$ cat config.mk
export PLATFORM = sky130hd
export DESIGN_NAME = spim_ctrl
export DESIGN_NICKNAME = d
export VERILOG_FILES = /design/src/rtl/spim_pkg.sv /design/src/rtl/spim_fifo.sv /design/src/rtl/spim_shift.sv /design/src/rtl/spim_ctrl.sv
export SDC_FILE = /design/constraint.sdc
export NUM_CORES = 1
export LEC_CHECK = 0
export BUFFER_PORTS_ARGS = -buffer_cell sky130_fd_sc_hd__buf_4
export CORE_ASPECT_RATIO = 1.75
export CORE_UTILIZATION = 50
export DETAILED_ROUTE_END_ITERATION = 12
export GPL_ROUTABILITY_DRIVEN = 0
export PLACE_DENSITY = 0.66
export SLEW_MARGIN = 20
export SYNTH_ARGS = -nofsm -noshare
export SYNTH_HDL_FRONTEND = slang
export SYNTH_SLANG_ARGS = --single-unit
$ cat constraint.sdc
create_clock -name clk -period 3.4 [get_ports clk]
set_input_delay 0.34 -clock clk [delete_from_list [all_inputs] [get_ports clk]]
set_output_delay 0.34 -clock clk [all_outputs]
set_load 0.01 [all_outputs]
$ cat src/rtl/spim_pkg.sv
`timescale 1ns/1ps
package spim_pkg;
  localparam logic [2:0] A_CTRL = 3'd0;
  localparam logic [2:0] A_STAT = 3'd1;
  localparam logic [2:0] A_TXD  = 3'd2;
  localparam logic [2:0] A_RXD  = 3'd3;
  localparam logic [2:0] A_SSEL = 3'd4;

  localparam int B_EN = 1, B_MST = 2, B_CPOL = 3, B_CPHA = 4;
  localparam int B_TXRST = 5, B_RXRST = 6, B_MAN = 7, B_INH = 8;

  typedef struct packed {
    logic inhibit;
    logic manual;
    logic cpha;
    logic cpol;
    logic master;
    logic enable;
  } ctrl_t;

  function automatic logic [15:0] ctrl_pack(ctrl_t c);
    logic [15:0] v;
    v = '0;
    v[B_EN] = c.enable;  v[B_MST] = c.master;
    v[B_CPOL] = c.cpol;  v[B_CPHA] = c.cpha;
    v[B_MAN] = c.manual; v[B_INH] = c.inhibit;
    return v;
  endfunction

  function automatic ctrl_t ctrl_unpack(logic [15:0] v);
    ctrl_t c;
    c.enable = v[B_EN];  c.master = v[B_MST];
    c.cpol = v[B_CPOL];  c.cpha = v[B_CPHA];
    c.manual = v[B_MAN]; c.inhibit = v[B_INH];
    return c;
  endfunction

  function automatic logic [15:0] stat_pack(logic rx_e, logic rx_f, logic tx_e,
                                            logic tx_f, logic flt, logic ovr);
    return {10'd0, ovr, flt, tx_f, tx_e, rx_f, rx_e};
  endfunction

  // lead = first edge of a bit; data launches on the edge that is not sampled
  function automatic logic is_launch_edge(logic cpha, logic lead);
    return cpha ? lead : !lead;
  endfunction
endpackage

$ cat src/rtl/spim_fifo.sv
`timescale 1ns/1ps
module spim_fifo #(
  parameter int unsigned W     = 8,
  parameter int unsigned DEPTH = 16
) (
  input  logic                       clk,
  input  logic                       rst_n,
  input  logic                       flush,
  input  logic                       push,
  input  logic                       pop,
  input  logic [W-1:0]               din,
  output logic [W-1:0]               dout,
  output logic                       empty,
  output logic                       full,
  output logic [$clog2(DEPTH):0]     level
);
  localparam int unsigned PW = $clog2(DEPTH);
  localparam int unsigned CW = PW + 1;

  logic [W-1:0]  mem [DEPTH];
  logic [PW-1:0] wp, rp;
  logic [CW-1:0] cnt;

  function automatic logic [PW-1:0] nxt(logic [PW-1:0] p);
    return (p == PW'(DEPTH - 1)) ? '0 : p + PW'(1);
  endfunction

  wire do_push = push && !full;
  wire do_pop  = pop && !empty;

  always_ff @(posedge clk or negedge rst_n) begin
    if (!rst_n) begin
      wp <= '0; rp <= '0; cnt <= '0;
    end else if (flush) begin
      wp <= '0; rp <= '0; cnt <= '0;
    end else begin
      if (do_push) wp <= nxt(wp);
      if (do_pop)  rp <= nxt(rp);
      cnt <= cnt + CW'(do_push) - CW'(do_pop);
    end
  end

  always_ff @(posedge clk) begin
    if (do_push && !flush) mem[wp] <= din;
  end

  assign dout  = mem[rp];
  assign empty = (cnt == '0);
  assign full  = (cnt == CW'(DEPTH));
  assign level = cnt;
endmodule

$ cat src/rtl/spim_shift.sv
`timescale 1ns/1ps
module spim_shift #(
  parameter int unsigned HALF = 2
) (
  input  logic       clk,
  input  logic       rst_n,
  input  logic       start,
  input  logic [7:0] din,
  input  logic       cpol,
  input  logic       cpha,
  input  logic       miso,
  output logic       busy,
  output logic       sck,
  output logic       mosi,
  output logic       sck_edge,
  output logic       done,
  output logic [7:0] dout
);
  import spim_pkg::*;
  localparam int unsigned CW = (HALF > 1) ? $clog2(HALF) : 1;

  logic [CW-1:0] tick;
  logic [3:0]    ecnt;
  logic [7:0]    tsh, rsh;
  logic          sck_r, mosi_r, busy_r, done_r, cpha_q;

  assign sck_edge = busy_r && (tick == CW'(HALF - 1));
  wire   lead     = !ecnt[0];

  always_ff @(posedge clk or negedge rst_n) begin
    if (!rst_n) begin
      tick <= '0; ecnt <= '0; tsh <= '0; rsh <= '0;
      sck_r <= 1'b0; mosi_r <= 1'b0; busy_r <= 1'b0; done_r <= 1'b0; cpha_q <= 1'b0;
    end else begin
      done_r <= 1'b0;
      if (start && !busy_r) begin
        busy_r <= 1'b1;
        tick   <= '0;
        ecnt   <= '0;
        sck_r  <= cpol;
        cpha_q <= cpha;
        mosi_r <= din[7];
        tsh    <= cpha ? din : {din[6:0], 1'b0};
      end else if (busy_r) begin
        if (sck_edge) begin
          tick  <= '0;
          sck_r <= ~sck_r;
          ecnt  <= ecnt + 4'd1;
          if (is_launch_edge(cpha_q, lead)) begin
            mosi_r <= tsh[7];
            tsh    <= {tsh[6:0], 1'b0};
          end else begin
            rsh <= {rsh[6:0], miso};
          end
          if (ecnt == 4'd15) begin
            busy_r <= 1'b0;
            done_r <= 1'b1;
          end
        end else begin
          tick <= tick + CW'(1);
        end
      end
    end
  end

  assign busy = busy_r;
  assign sck  = busy_r ? sck_r : cpol;
  assign mosi = mosi_r;
  assign done = done_r;
  assign dout = rsh;
endmodule

$ cat src/rtl/spim_ctrl.sv
`timescale 1ns/1ps
module spim_ctrl #(
  parameter int unsigned FIFO_DEPTH = 16,
  parameter int unsigned NUM_SS     = 4,
  parameter int unsigned SCK_HALF   = 2
) (
  input  logic              clk,
  input  logic              rst_n,
  input  logic              bus_wr,
  input  logic              bus_rd,
  input  logic [2:0]        bus_addr,
  input  logic [15:0]       bus_wdata,
  output logic [15:0]       bus_rdata,
  output logic              sck,
  output logic              mosi,
  input  logic              miso,
  output logic [NUM_SS-1:0] ss_n,
  input  logic              mf_n
);
  import spim_pkg::*;
  localparam int unsigned LW = $clog2(FIFO_DEPTH) + 1;

  ctrl_t             ctrl_q;
  logic [NUM_SS-1:0] ssel_q;
  logic              fault_q, ovr_q;
  logic              busy, sck_edge, rx_push;
  logic [7:0]        tx_head, rx_head, rx_byte;
  logic              tx_empty, tx_full, rx_empty, rx_full;
  logic [LW-1:0]     tx_level, rx_level;

  wire wr_ctrl  = bus_wr && (bus_addr == A_CTRL);
  wire wr_ssel  = bus_wr && (bus_addr == A_SSEL);
  wire tx_push  = bus_wr && (bus_addr == A_TXD);
  wire rx_pop   = bus_rd && (bus_addr == A_RXD);
  wire tx_flush = wr_ctrl && bus_wdata[B_TXRST];
  wire rx_flush = wr_ctrl && bus_wdata[B_RXRST];
  wire wdata_unused = ^bus_wdata;

  wire cfg_cpol    = ctrl_q.cpol;
  wire cfg_inhibit = ctrl_q.inhibit;
  wire run_ok      = ctrl_q.enable && ctrl_q.master && !cfg_inhibit && !fault_q;
  wire start       = run_ok && !tx_empty && !busy;
  wire rx_drop     = rx_push && rx_full;

  always_ff @(posedge clk or negedge rst_n) begin
    if (!rst_n) begin
      ctrl_q  <= ctrl_unpack(16'h0100);
      ssel_q  <= '1;
      fault_q <= 1'b0;
      ovr_q   <= 1'b0;
    end else begin
      if (wr_ctrl) ctrl_q <= ctrl_unpack(bus_wdata);
      if (wr_ssel) ssel_q <= bus_wdata[NUM_SS-1:0];
      if (wr_ctrl)                                          fault_q <= 1'b0;
      else if (ctrl_q.enable && ctrl_q.master && !mf_n)     fault_q <= 1'b1;
      if (rx_flush)     ovr_q <= 1'b0;
      else if (rx_drop) ovr_q <= 1'b1;
    end
  end

  spim_fifo #(.W(8), .DEPTH(FIFO_DEPTH)) u_txf (
    .clk(clk), .rst_n(rst_n), .flush(tx_flush), .push(tx_push), .pop(start),
    .din(bus_wdata[7:0]), .dout(tx_head), .empty(tx_empty), .full(tx_full),
    .level(tx_level));

  spim_fifo #(.W(8), .DEPTH(FIFO_DEPTH)) u_rxf (
    .clk(clk), .rst_n(rst_n), .flush(rx_flush), .push(rx_push), .pop(rx_pop),
    .din(rx_byte), .dout(rx_head), .empty(rx_empty), .full(rx_full),
    .level(rx_level));

  spim_shift #(.HALF(SCK_HALF)) u_shift (
    .clk(clk), .rst_n(rst_n), .start(start), .din(tx_head), .cpol(cfg_cpol),
    .cpha(ctrl_q.cpha), .miso(miso), .busy(busy), .sck(sck), .mosi(mosi),
    .sck_edge(sck_edge), .done(rx_push), .dout(rx_byte));

  assign ss_n = (ctrl_q.manual || busy) ? ssel_q : '1;

  always_comb begin
    bus_rdata = '0;
    case (bus_addr)
      A_CTRL: bus_rdata = ctrl_pack(ctrl_q);
      A_STAT: bus_rdata = stat_pack(rx_empty, rx_full, tx_empty, tx_full, fault_q, ovr_q);
      A_RXD:  bus_rdata = rx_empty ? 16'd0 : {8'd0, rx_head};
      A_SSEL: bus_rdata[NUM_SS-1:0] = ssel_q;
      default: bus_rdata = '0;
    endcase
  end
endmodule

## Yosys cells after proc, flatten, opt, wreduce, memory -nomap -nowiden

Memory sizes are Yosys's and may differ from the RTL's.
Cells that the tools add are included.

| storage, ports and cells | value |
|---|---|
| memory bits (writable) | 256 |
| register bits after elaboration | 64 |
| logic and storage cells | 152 |
| memories | 2 |
| input port bits | 25 |
| output and inout bits | 22 |

Memory list:

| name | depth | bits a word | read ports | clocked after Yosys merged registers in | wr ports | line | RTL |
|---|---|---|---|---|---|---|---|
| u_rxf.mem | 16 | 8 | 1 | 0 | 1 | spim_fifo.sv:20 | `logic [W-1:0] mem [DEPTH];` |
| u_txf.mem | 16 | 8 | 1 | 0 | 1 | spim_fifo.sv:20 |  |

| cells by class | value |
|---|---|
| eq/ne operators | 11 |
| bitwise logic cells | 3 |
| add/subtract/negate cells | 10 |
| multiplexer cells | 54 |
| reduce and logical (&&, ||, !) cells | 48 |

Operator list:

| kind | count |
|---|---|
| 4-bit 2-to-1 mux | 16 |
| 8-bit 2-to-1 mux | 6 |
| 1-bit 2-to-1 mux | 28 |
| 1-bit logical AND | 21 |
| 4-bit by 1-bit adder with 4-bit output (second input constant) | 5 |
| 4-bit == test (second input constant) | 5 |
| 2-bit nonzero test | 9 |
| 4-bit case mux with 4 select lines | 1 |
| 5-bit case mux with 3 select lines | 1 |
| 1-bit zero test | 11 |
| 5-bit by 1-bit adder with 5-bit output | 2 |
| 5-bit == test (second input constant) | 2 |
| 5-bit zero test | 2 |
| 5-bit 2-to-1 mux | 2 |
| 5-bit by 1-bit subtractor with 5-bit output | 2 |
| 3-bit by 2-bit == test with 1-bit output (second input constant) | 2 |
| 4-bit AND reduction | 1 |
| 3-bit by 1-bit == test with 1-bit output (second input constant) | 1 |
| 3-bit == test (second input constant) | 1 |
| 3-bit zero test | 1 |
| 1-bit NOT | 3 |
| 3-bit AND reduction | 1 |
| 2-bit AND reduction | 1 |
| 1-bit adder (second input constant) | 1 |
| 1-bit logical OR | 1 |

## Depth between registers and ports, before layout

| logic depth | value |
|---|---|
| depth in word-level cells | 8 |
| depth in mapped cells | 17 |
| depth with buffers taken out | 16 |

## Modules after synthesis

Synthesis repeated with hierarchy kept, for this count alone.

| second synthesis, totals | value |
|---|---|
| cells, all modules | 831 |
| area, all modules | 13761.9 um^2 |

Modules (own cells, without submodules):

| module | sequential area each (um^2) | cells each | instances | area an instance (um^2) |
|---|---|---|---|---|
| spim_fifo at u_rxf | 4169.0 | 324 | 1 | 5883.1 |
| spim_fifo at u_txf | 4169.0 | 324 | 1 | 5881.9 |
| spim_shift | 650.6 | 97 | 1 | 1156.1 |
| spim_ctrl | 306.5 | 86 | 1 | 840.8 |

## Worst setup path after synthesis

Ideal clock, no wire load.

| path | value |
|---|---|
| path kind | register to register |
| from | reg u_txf.cnt[3] (netlist: u_txf.level[3]) |
| to | reg u_txf.cnt[4] (netlist: u_txf.level[4]) |
| library setup time | 77 ps |
| data arrival time | 2833 ps |
| cell stages (with the launch flop) | 18 |
| path buffers | 1 |
| required time | 3323 ps |
| clock period less this slack | 2911 ps |
| setup slack | 489 ps |
| path through | dfrtp_1 > inv_1 > ha_1 > nor3b_2 > a211oi_1 > nand2_1 > clkinv_1 > buf_2 > ha_1 > inv_1 > ha_1 > inv_1 > fa_1 > inv_1 > a21oi_1 > nor2_1 > or3_1 > a21oi_1 |

| between the ends | value |
|---|---|
| cells in the longest elaborated chain, start to end | 7 |
| elaborated cells between the ends (all ways) | 11 |
| those cells by class | add/sub (2); eq/ne (1); mux (1); reduce/logical (7) |

RTL lines:

| what | line | RTL |
|---|---|---|
| start: declaration | spim_fifo.sv:22 | `logic [CW-1:0] cnt;` |
| start signal: assignment | spim_fifo.sv:39 | `cnt <= cnt + CW'(do_push) - CW'(do_pop);` |
| branches (longest 5 deep; another with 5-bit by 1-bit adder with 5-bit output) | -- |  |
| 5-bit by 1-bit subtractor with 5-bit output (*) | spim_fifo.sv:39 |  |
| 5-bit 2-to-1 mux (*) | spim_fifo.sv:34 | `end else if (flush) begin` |

Every way passes the cells marked *.
A chain may end at the register's enable or synchronous reset.

## Final worst setup path

| path | value |
|---|---|
| from | reg u_rxf.rp[0] |
| to | out bus_rdata[6] |

| between the ends | value |
|---|---|
| cells in the longest elaborated chain, start to end | 3 |

RTL lines:

| what | line | RTL |
|---|---|---|
| start: declaration | spim_fifo.sv:21 | `logic [PW-1:0] wp, rp;` |
| start signal: assignment | spim_fifo.sv:38 | `if (do_pop) rp <= nxt(rp);` |
| memory read 16 x 8 bit | -- |  |
| 8-bit 2-to-1 mux | spim_ctrl.sv:83 | `A_RXD: bus_rdata = rx_empty ? 16'd0 : {8'd0, rx_head};` |
| 5-bit case mux with 3 select lines | spim_ctrl.sv:80 | `case (bus_addr)` |
| end: declaration | spim_ctrl.sv:13 | `output logic [15:0] bus_rdata,` |

No other way between the ends.

==> results.md <==
* Status: finished, final reports clean
* Synthesized netlist cell count at 791
* Switching Share at 29.4%
* Routed Wire Length at 28.4 mm
* Most frequent cells in the layout: edfxtp_1 (256), buf_4 (76), mux4_2 (61)
* Cts bufs inserted at 28
* Clock skew at 0.0130 ns
* Met3 Resource Use GR at 2.80%
* Worst EP required at 3.06 ns
* Worst hold start: miso
* Post-Syn Area at 13500 um^2
* Finished Core Util at 57.4%
* Overall routing resource usage at 21.6%
* Hold EP: u_shift.dout[0]$_DFFE_PN0P_
* Slew Limit Fails at 0
* CP Launch Type: flip-flop
* Antenna violations before repair at 0
* First-iteration detailed-routing DRC count at 493
* Grt met2 use at 41.5%
* Ys flop type: edfxtp_1
* Clk sinks at 320
* R2R Path Start: u_txf.level[2]$_DFF_PN0_
* Root Driver: clkbuf_16
* Depth of the worst hold-timing path at 2
* Post-Place Cells at 1156
* Logic pwr share at 25.0%
* Switching power at 3.36 mW
* Synth cell types at 56
* Peak supply drop at 0.527 mV
* Largest net degree at the start of global routing at 65
* EDFF count, synth at 256
* DRC errors left at 0
* Crit share post-route at 95.1%
* GR peak layer: met2
* Worst skew pair latency at 0.56 ns
* Syn_area_per_cell at 17.1 um^2
* Sequential element share of the synthesized area at 68.9%
* Core ar. at 26600 um^2
* Chip height at 219 um
* Clock power share at 28.4%
* Max FO, Critical Path at 17
* Final nets at 913
* Flop pwr share at 46.6%
* Tightest Pin Transition at 0.883 ns
* FP Rows at 79
* Worst R2R End: u_txf.level[4]$_DFF_PN0_
* Relative slew slack at 40.9%
* Initial Util at 50.7%
* PortBufs at 32
* H-tree levels at 1
* Worst setup EP type: output pin
* First-pass iteration count of the detailed router at 4
* Most common cell after layout, fill and taps aside: edfxtp_1
* Total number of vias at 7101
* Flops & latches, synth at 320
* Pwr dens at 749 nW/um^2
* Place WS at 0.439 ns
* Clock Tree Buf Depth at 3
* Setup ws final at 0.168 ns
* Worst Hold Class: input port to flip-flop
* Reg2Reg Setup Slack at 0.43 ns
* Fin cells at 1210
* Vias in the first global route at 7727
* Synth warn at 0
* Endpoints failing hold at 0
* Detailed placement HPWL at 20.1 mm
* P&R area growth vs syn at 13.2%
* Tmin final at 3.23 ns
* GRT met1 Usage at 22.3%
* Worst EP arrival at 2.89 ns
* Routed WL per cell at 23.5 um
* DIE WIDTH at 126 um
* Highest clock rate at 309 MHz
* Die area at 27700 um^2
* TritonCTS clock tree: built
* P_int at 8.08 mW
* Cells on worst reg2reg path at 17
* Vias per cell at 5.87
* I/O Pins at 47
* Lkg Pwr at 5.40 nW
* First-pass GRT wire length at 43.7 mm
* Reg clk slew, reported paths at 0.07 ns
* Setup CP Type: flip-flop to output pin
* Max-Cap Viols at 0
* RSZ-0062 raised after global routing: false
* ANT nets after route at 0
* Overflow after GRT at 0
* Setup total negative slack at 0 ns
* # setup viols final at 0
* Post-synthesis async set-or-reset flop share at 20.0%
* Share of cells above drive strength 1 at 25.3%
cell type report:
cell class | count | area [um^2]
fill | 1984 | 11300
sequential | 320 | 9300
multi-input combinational | 406 | 3880
clock buffer | 39 | 793
timing repair buffer | 80 | 632
tap | 324 | 405
clock inverter | 13 | 160
inverter | 27 | 101
antenna | 1 | 2.50
how the worst max path moves through the flow:
stage	from	slack, ns	cells after the start	to
after floorplan	u_txf.level[3]$_DFF_PN0_	0.49	17	u_txf.level[4]$_DFF_PN0_
after global placement	u_rxf.level[3]$_DFF_PN0_	0.52	15	u_rxf.level[4]$_DFF_PN0_
after detailed placement	u_txf.level[2]$_DFF_PN0_	0.44	17	u_txf.level[4]$_DFF_PN0_
after CTS	u_rxf.rp[0]$_DFFE_PN0P_	0.02	5	bus_rdata[6]
after global routing	u_rxf.rp[0]$_DFFE_PN0P_	0.07	5	bus_rdata[6]
final	u_rxf.rp[0]$_DFFE_PN0P_	0.17	5	bus_rdata[6]
registers in the layout, summed over array words and instances, names as in the netlist, 5 cells and up:
signal and count:
u_rxf.level 5, u_shift.tsh 8, u_rxf.mem 128, u_txf.level 5, u_shift.dout 8, u_txf.mem 128
synth_stat cells, types with 4 or more instances:
cell,count,area (um^2)
a31oi_1,4,25.0
nand2b_1,8,50.1
o21ai_0,7,35.0
buf_2,12,60.1
dfstp_2,5,131
a21o_1,4,30.0
nand3_1,9,45.0
xnor2_1,5,43.8
mux2i_1,21,210
clkbuf_1,14,52.6
buf_1,6,22.5
a22oi_1,9,67.6
nor2b_1,10,62.6
a21oi_1,20,100
inv_1,26,97.6
a211oi_1,8,60.1
nor2_1,58,218
nor3_1,15,75.1
nand2_1,47,176
xor2_1,10,87.6
ha_1,23,288
buf_4,10,75.1
dfrtp_1,59,1480
or2_2,5,31.3
and2_1,6,37.5
mux4_2,61,1370
mux2_2,27,304
mux4_1,9,236
edfxtp_1,256,7690
per-stage QoR:
stage,area [um^2],total power [mW],hold slack (ns)
after floorplan,13500,7.40,0.0444
after global placement,14300,8.15,0.488
after detailed placement,14300,8.31,0.483
after CTS,15300,11.6,0.00387
after global routing,15300,12.0,0.0189
final,15300,11.4,0.0226
routing by layer:
metal / up-vias / routed length [um]
li1: 3181 / -
met1: 3689 / 9850
met2: 162 / 16000
met3: 69 / 1010
met4: 0 / 1540
met5: - / 0
worst max-delay path, cell delays in order, from the launching register on:
cell	delay, ns
dfrtp_2	0.59
buf_6	0.29
mux4_1	0.61
mux4_2	0.48
and2_1	0.20
buf_4	0.15
cell families after synthesis:
| group | after synthesis | share of synthesized area (%) |
|---|---|---|
| flip-flops | 320 | 68.9 |
| AND/OR/NAND/NOR | 172 | 5.98 |
| multiplexers | 118 | 15.7 |
| buffers and inverters | 71 | 2.54 |
| AO/OA/AOI/OAI | 69 | 3.40 |
| adder cells (fa/ha/maj) | 25 | 2.43 |
| XOR/XNOR | 15 | 0.974 |
| other | 1 | 0.0278 |
what timing repair did:
| action | 4_1_cts | 5_1_grt |
|---|---|---|
| resized for setup | 0 | 1 |
| setup buffers | 0 | 0 |
| hold endpoints to repair | 59 | 0 |
| endpoints found under the setup margin | 0 | 2 |
| hold buffers | 1 | 0 |
power groups by stage:
| stage | combinational, mW | clock [mW] | sequential (mW) |
|---|---|---|---|
| 4_1_cts | 2.91 | 3.32 | 5.35 |
| 6_report | 2.86 | 3.25 | 5.34 |
| 5_1_grt | 3.12 | 3.47 | 5.42 |
| 2_1_floorplan | 2.29 | 0 | 5.11 |
| 3_3_place_gp | 2.78 | 0 | 5.37 |
| 3_5_place_dp | 2.89 | 0 | 5.43 |
No activity file was read; power rests on OpenSTA's default activity.
